**src/rtl/gpio_share_pkg.sv**
```systemverilog
package gpio_share_pkg;
  localparam int unsigned REG_AW   = 3;
  localparam int unsigned NUM_REGS = 5;

  typedef enum logic [REG_AW-1:0] {
    OFF_DATA  = 3'd0,
    OFF_DIR   = 3'd1,
    OFF_PULL  = 3'd2,
    OFF_SLEW  = 3'd3,
    OFF_DRIVE = 3'd4
  } reg_off_e;
endpackage

```
**src/rtl/gpio_rst_sync.sv**
```systemverilog
module gpio_rst_sync (
  input  logic clk,
  input  logic rst_n,
  output logic rst_sync_n
);
  logic [1:0] stage_q;
  logic [1:0] stage_d;

  always_comb stage_d = {stage_q[0], 1'b1};

  always_ff @(posedge clk or negedge rst_n) begin
    if (!rst_n) stage_q <= 2'b00;
    else        stage_q <= stage_d;
  end

  assign rst_sync_n = stage_q[1];
endmodule

```
**src/rtl/gpio_in_sync.sv**
```systemverilog
module gpio_in_sync #(
  parameter int unsigned W = 8
) (
  input  logic         clk,
  input  logic         rst_n,
  input  logic [W-1:0] d,
  output logic [W-1:0] q
);
  logic [W-1:0] meta_q;
  logic [W-1:0] hold_q;

  always_ff @(posedge clk or negedge rst_n) begin
    if (!rst_n) begin
      meta_q <= '0;
      hold_q <= '0;
    end else begin
      meta_q <= d;
      hold_q <= meta_q;
    end
  end

  assign q = hold_q;
endmodule

```
**src/rtl/gpio_regfile.sv**
```systemverilog
module gpio_regfile
  import gpio_share_pkg::*;
#(
  parameter int unsigned W = 8
) (
  input  logic              clk,
  input  logic              rst_n,
  input  logic              wr_en,
  input  logic [REG_AW-1:0] addr,
  input  logic [W-1:0]      wdata,
  output logic [W-1:0]      data_q,
  output logic [W-1:0]      dir_q,
  output logic [W-1:0]      pull_q,
  output logic [W-1:0]      slew_q,
  output logic [W-1:0]      drive_q
);
  logic [W-1:0]        regs_q [NUM_REGS];
  logic [W-1:0]        regs_d [NUM_REGS];
  logic [NUM_REGS-1:0] wr_sel;

  for (genvar r = 0; r < NUM_REGS; r++) begin : g_reg
    always_comb begin
      wr_sel[r] = wr_en && (addr == REG_AW'(r));
      regs_d[r] = wdata;
    end

    always_ff @(posedge clk or negedge rst_n) begin
      if (!rst_n)         regs_q[r] <= '0;
      else if (wr_sel[r]) regs_q[r] <= regs_d[r];
    end
  end

  assign data_q  = regs_q[OFF_DATA];
  assign dir_q   = regs_q[OFF_DIR];
  assign pull_q  = regs_q[OFF_PULL];
  assign slew_q  = regs_q[OFF_SLEW];
  assign drive_q = regs_q[OFF_DRIVE];
endmodule

```
**src/rtl/gpio_pin_mux.sv**
```systemverilog
module gpio_pin_mux #(
  parameter bit NO_INPUT = 1'b0
) (
  input  logic data,
  input  logic dir,
  input  logic pull,
  input  logic per_en,
  input  logic per_out,
  input  logic per_oe,
  input  logic ana_en,
  input  logic sync_in,
  output logic pad_out,
  output logic pad_oe,
  output logic pad_ie,
  output logic pad_pu,
  output logic rd_bit
);
  logic dig_own;

  always_comb begin
    dig_own = per_en && !ana_en;
    if (ana_en) begin
      pad_out = 1'b0;
      pad_oe  = 1'b0;
      pad_ie  = 1'b0;
    end else if (dig_own) begin
      pad_out = per_out;
      pad_oe  = per_oe;
      pad_ie  = !NO_INPUT;
    end else begin
      pad_out = data;
      pad_oe  = dir;
      pad_ie  = !NO_INPUT;
    end
    pad_pu = pull && !pad_oe && !ana_en;
    rd_bit = dir ? data : (sync_in && pad_ie);
  end
endmodule

```
**src/rtl/gpio_share_port.sv**
```systemverilog
module gpio_share_port
  import gpio_share_pkg::*;
#(
  parameter int unsigned W        = 8,
  parameter logic [W-1:0] OUT_ONLY = 8'h80
) (
  input  logic              clk,
  input  logic              rst_n,
  input  logic              wr_en,
  input  logic [REG_AW-1:0] addr,
  input  logic [W-1:0]      wdata,
  output logic [W-1:0]      rdata,
  input  logic [W-1:0]      per_en,
  input  logic [W-1:0]      per_out,
  input  logic [W-1:0]      per_oe,
  input  logic [W-1:0]      ana_en,
  input  logic [W-1:0]      pad_in,
  output logic [W-1:0]      pad_out,
  output logic [W-1:0]      pad_oe,
  output logic [W-1:0]      pad_ie,
  output logic [W-1:0]      pad_pu,
  output logic [W-1:0]      pad_slew,
  output logic [W-1:0]      pad_drive
);
  logic         rst_sync_n;
  logic [W-1:0] data_q, dir_q, pull_q, slew_q, drive_q;
  logic [W-1:0] sync_in;
  logic [W-1:0] per_en_m, ana_en_m;
  logic [W-1:0] pin_rd;

  gpio_rst_sync u_rst (
    .clk        (clk),
    .rst_n      (rst_n),
    .rst_sync_n (rst_sync_n)
  );

  gpio_regfile #(.W(W)) u_regs (
    .clk     (clk),
    .rst_n   (rst_sync_n),
    .wr_en   (wr_en),
    .addr    (addr),
    .wdata   (wdata),
    .data_q  (data_q),
    .dir_q   (dir_q),
    .pull_q  (pull_q),
    .slew_q  (slew_q),
    .drive_q (drive_q)
  );

  gpio_in_sync #(.W(W)) u_sync (
    .clk   (clk),
    .rst_n (rst_sync_n),
    .d     (pad_in),
    .q     (sync_in)
  );

  always_comb begin
    per_en_m = per_en & {W{rst_sync_n}};
    ana_en_m = ana_en & {W{rst_sync_n}};
  end

  for (genvar i = 0; i < W; i++) begin : g_pin
    gpio_pin_mux #(.NO_INPUT(OUT_ONLY[i])) u_pin (
      .data    (data_q[i]),
      .dir     (dir_q[i]),
      .pull    (pull_q[i]),
      .per_en  (per_en_m[i]),
      .per_out (per_out[i]),
      .per_oe  (per_oe[i]),
      .ana_en  (ana_en_m[i]),
      .sync_in (sync_in[i]),
      .pad_out (pad_out[i]),
      .pad_oe  (pad_oe[i]),
      .pad_ie  (pad_ie[i]),
      .pad_pu  (pad_pu[i]),
      .rd_bit  (pin_rd[i])
    );
  end

  assign pad_slew  = slew_q;
  assign pad_drive = drive_q;

  always_comb begin
    case (addr)
      OFF_DATA:  rdata = pin_rd;
      OFF_DIR:   rdata = dir_q;
      OFF_PULL:  rdata = pull_q;
      OFF_SLEW:  rdata = slew_q;
      OFF_DRIVE: rdata = drive_q;
      default:   rdata = '0;
    endcase
  end
endmodule

```
**config.mk**
```make
export PLATFORM = sky130hd
export DESIGN_NAME = gpio_share_port
export DESIGN_NICKNAME = d
export VERILOG_FILES = /design/src/rtl/gpio_share_pkg.sv /design/src/rtl/gpio_rst_sync.sv /design/src/rtl/gpio_in_sync.sv /design/src/rtl/gpio_regfile.sv /design/src/rtl/gpio_pin_mux.sv /design/src/rtl/gpio_share_port.sv
export SDC_FILE = /design/constraint.sdc
export NUM_CORES = 1
export LEC_CHECK = 0
export BUFFER_PORTS_ARGS = -buffer_cell sky130_fd_sc_hd__buf_4
export CAP_MARGIN = 0
export CORE_MARGIN = 2
export CORE_UTILIZATION = 40
export CTS_CLUSTER_SIZE = 28
export DETAILED_ROUTE_END_ITERATION = 16
export PLACE_DENSITY = 0.72
export SLEW_MARGIN = 20
export SYNTH_ARGS = -nofsm -noshare
export SYNTH_HDL_FRONTEND = slang
export SYNTH_HIERARCHICAL = 1
export SYNTH_SLANG_ARGS = --single-unit
```
**constraint.sdc**
```tcl
create_clock -name clk -period 6.65 [get_ports clk]
set_clock_uncertainty 0.1 [all_clocks]
set_input_delay 0.665 -clock clk [delete_from_list [all_inputs] [get_ports clk]]
set_output_delay 0.665 -clock clk [all_outputs]
set_load 0.03 [all_outputs]
```
### After elaboration in Yosys (flattened, before gate mapping)

Index checks and enable logic that the tools add are counted.

* flip-flop bits (word level): 56
* bits of input ports: 54
* output and inout port bits: 56
* word-level logic and storage cells: 115

* eq/ne operators: 4
* mux-type cells: 48
* bitwise operators: 2
* reduce and logical (&&, ||, !) cells: 53

Operator list (count)
* 2-to-1 mux 1 bit: 47
* case mux 8 bit (5 select lines): 1
* logical AND 1 bit: 36
* AND 8 bit: 2
* logical NOT 1 bit: 16
* equality test 3 x 2 -> 1 bit, second input constant: 2
* equality test 3 x 1 -> 1 bit, second input constant: 1
* equality test 3 bit, second input constant: 1
* logical NOT 3 bit: 1

### Depth between registers and ports, before layout

* word-level depth: 8
* depth in mapped cells: 7
* mapped depth without buffers: 6

### Modules after synthesis

The synthesis kept the hierarchy.

Modules (own cells, without submodules)
* gpio_regfile: times used 1, cells each 88, area an instance 1529.0 µm², seq. area each 1001.0 µm²
* gpio_share_port: times used 1, cells each 60, area an instance 462.9 µm², seq. area each 0.0 µm²
* gpio_in_sync: times used 1, cells each 16, area an instance 400.4 µm², seq. area each 400.4 µm²
* gpio_pin_mux at g_pin[0].u_pin ...: times used 7, cells each 8, area an instance 50.0 µm², seq. area each 0.0 µm²
* gpio_pin_mux at g_pin[7].u_pin: times used 1, cells each 8, area an instance 53.8 µm², seq. area each 0.0 µm²
* gpio_rst_sync: times used 1, cells each 3, area an instance 53.8 µm², seq. area each 50.0 µm²

### Least setup slack after synthesis

OpenSTA, ideal clock, no wires.

* kind: register -> output
* start point: reg u_rst.stage_q[1]
* end point: out rdata[6]
* arrival: 2874 ps
* data required time: 5885 ps
* path slack: 3011 ps
* cell stages (with the launch flop): 8
* buffers on the path: 1
* path through: dfrtp_1 clkbuf_1 and2_1 nor2_1 a22o_1 mux2_4 a32oi_1 o21ai_1

* longest elaborated chain between the ends: 5

RTL lines
* from (decl): RTL line gpio_rst_sync.sv:6 `logic [1:0] stage_q;`
* from (signal assigned): RTL line gpio_rst_sync.sv:13 `else stage_q <= stage_d;`
* AND 8 bit: RTL line gpio_share_port.sv:59 `ana_en_m = ana_en & {W{rst_sync_n}};`
* via ana_en_m[6]: RTL line gpio_share_port.sv:28 `logic [W-1:0] per_en_m, ana_en_m;`
* 2-to-1 mux 1 bit: RTL line gpio_pin_mux.sv:22 `if (ana_en) begin`
* logical AND 1 bit: RTL line gpio_pin_mux.sv:36 `rd_bit = dir ? data : (sync_in && pad_ie);`
* 2-to-1 mux 1 bit: RTL line gpio_pin_mux.sv:36
* via pin_rd[6]: RTL line gpio_share_port.sv:29 `logic [W-1:0] pin_rd;`
* case mux 8 bit (5 select lines): RTL line gpio_share_port.sv:84 `case (addr)`
* to (decl): RTL line gpio_share_port.sv:12 `output logic [W-1:0] rdata,`

The timed path passes the listed nets, and every way through them passes these cells.

### Final worst setup path

* start point: reg u_rst.stage_q[1]
* end point: out rdata[4]

The elaborated chain is that of the path after synthesis.

==> run_results.csv <==
group,metric,value,unit
clock_tree,clkLatencyLatePin,0.30,ns
final_layout,area_growth_syn_to_layout,36.6,%
sta,setup_violations,0,
floorplanning,die_w,87.7,µm
sta,fmax,0.302,GHz
power,power_density,278,nW/µm²
sta,fin_crit_sh,49.9,%
global_routing,grt_util_met2,31.0,%
sta,rsz0062_at_grt,"no",
drt,post_drt_wl_per_cell,15.8,µm
clock_tree,cts_made_buffers,5,
global_routing,grt.total_usage,18.1,%
critical_path,crit_start,"u_rst/stage_q[1]$_DFF_PN0_",
place,pre_cts_slack,3.60,ns
critical_path,worstSetupEndpointType,"primary output",
critical_path,worstReg2RegEnd,"u_regs/data_q[3]$_DFFE_PN0P_",
status,status,"complete, no violations",
global_routing,grt_overflow,0,
clock_tree,post-cts-setup-buffers,0,
sta,whs,0.0301,ns
critical_path,required,5.88,ns
final_layout,fin_area,3820,µm²
place,dp_hpwl,4950,µm
critical_path,worstSetupPathType,"flop to primary output",
clock_tree,cts_sinks,56,
floorplanning,ios,110,
floorplanning,core,6790,µm²
power,vdd_ir_drop_max,0.156,mV
place,place.gp.congestion,0.749,
clock_tree,cts_tree,"yes",
global_routing,first_global_vias,2175,
drt,first_pass_iters,4,
clock_tree,clk_pin_slew_worst_paths,0.09,ns
drt,drt_iter0_drc,89,
final_layout,layout-drive-gt1-share,51.2,%
logic_synthesis,synth.cell_area,2800,µm²
clock_tree,clock_tree.root_cell,"clkbuf_8",
clock_tree,ctsLongestPathBuffers,2,
final_layout,diodes,0,
place,dpl-instance-area,3720,µm²
place,portBuffers,107,
critical_path,cp_max_fo,42,
drt,drt_wl_total,6850,µm
global_routing,grt_pass1_wl,10600,µm
clock_tree,hold_buffers,0,
sta,relSlewSlack,45.9,%
critical_path,regToRegStartpoint,"u_rst/stage_q[1]$_DFF_PN0_",
sta,layout_min_cycle_time,3.32,ns
global_routing,met1_usage,22.9,%
critical_path,r2r_setup_slack,5.39,ns
logic_synthesis,syn_avg_cell_area,12.2,µm²
global_routing,global_route.usage.met3,4.62,%
final_layout,nets,391,
global_routing,grt_max_degree,43,
flow_run,maxCapViolations,0,
critical_path,rr_worst_depth,1,
drt,vias,2168,
drt,final_antenna_net_count,0,
logic_synthesis,syn-num-nets,283,
global_routing,grt-busiest-layer,"met2",
sta,slew_viol_final,0,
clock_tree,cts-resized-gates,0,
clock_tree,htree_levels,2,
logic_synthesis,synth_cells,229,
floorplanning,die-area,7690,µm²
floorplanning,initial_core_util,41.2,%
sta,max_slew.worst_pin.slew,0.808,ns
drt,drcViolationCount,0,
critical_path,arrival,2.55,ns
sta,hold_violations,0,
floorplanning,rows,30,
sta,setup_slack,3.33,ns
power,power.leakage,1.81,nW
drt,drt-vias-per-instance,5.00,
global_routing,antenna_found_initial,0,
hold_path,hold_path.class,"input pin to asynchronous set/reset pin",
critical_path,start_kind,"flop",
sta,tns,0,ns
logic_synthesis,yosysWarnings,6,
floorplanning,die_y,87.7,µm
[power breakdown]
group | internal (W) | leakage [nW] | switching (W)
logic | 0.000186 | 1.09 | 0.000212
registers | 0.000399 | 0.665 | 0.0000526
clock network | 0.000112 | 0.0552 | 0.000101
total | 0.000697 | 1.81 | 0.000366
[how the worst max path moves through the flow]
stage	depth (start not counted)	slack (ns)	endpoint
4_1_cts	7	3.24	rdata[4]
2_1_floorplan	7	3.06	rdata[6]
3_5_place_dp	7	3.60	rdata[4]
3_3_place_gp	7	3.62	rdata[4]
5_1_grt	7	3.05	rdata[0]
6_report	7	3.33	rdata[4]
[critical path, stage by stage (launching register included)]
cell and delay (ns):
dfrtp_2 0.73, buf_4 0.53, and2_1 0.27, nor2_1 0.06, a22o_1 0.18, a32oi_1 0.18
o21ai_1 0.10, buf_4 0.18
[routing by layer]
metal	up-vias	wire length, µm
met5	-	0
met4	0	89
met3	9	438
met2	73	3290
met1	1049	3030
li1	1037	-
[cells in the final DEF (no fill, tap or decap)]
cell and n:
and3b_1 1, a2bb2oi_1 1, mux2i_1 16, nand4b_1 1, mux2_4 8, mux2_2 40, a22o_1 7, dfrtp_2 1
nor4b_4 1, bufinv_16 1, and2b_1 1, nor2b_1 1, inv_1 8, a22oi_1 7, nor4bb_2 3, dfrtp_1 55
clkbuf_8 5, conb_1 2, nor2_2 1, nor2_1 23, o21ai_1 8, and3_1 7, nor2b_2 1, a32oi_1 8
clkbuf_1 1, nand2_1 1, clkinv_2 1, buf_4 111, and2_1 17
[registers in the layout, indices dropped and copies added (netlist names)]
name            cells
u_regs/data_q       8
u_sync/q            7
u_regs/slew_q       8
u_regs/dir_q        8
u_regs/pull_q       8
u_sync/meta_q       7
u_regs/drive_q      8
u_rst/stage_q       2
[metrics by stage]
step	util, %	instances	total power, W
after floorplan	-	229	0.000703
after global placement	54.7	426	0.000851
after detailed placement	54.7	426	0.000859
after CTS	56.3	434	0.00108
after global routing	56.3	434	0.00112
final	56.3	434	0.00106
[cell type report]
cell class                      count  area [µm²]
Clock buffer                        6        72.6
Clock inverter                      2        35.0
Fill cell                         604        2970
Inverter                            8        30.0
Multi-Input combinational cell    155        1330
Sequential cell                    56        1400
Tap cell                           96         120
Timing Repair Buffer              111         833
(Power assumes the default switching activity.)
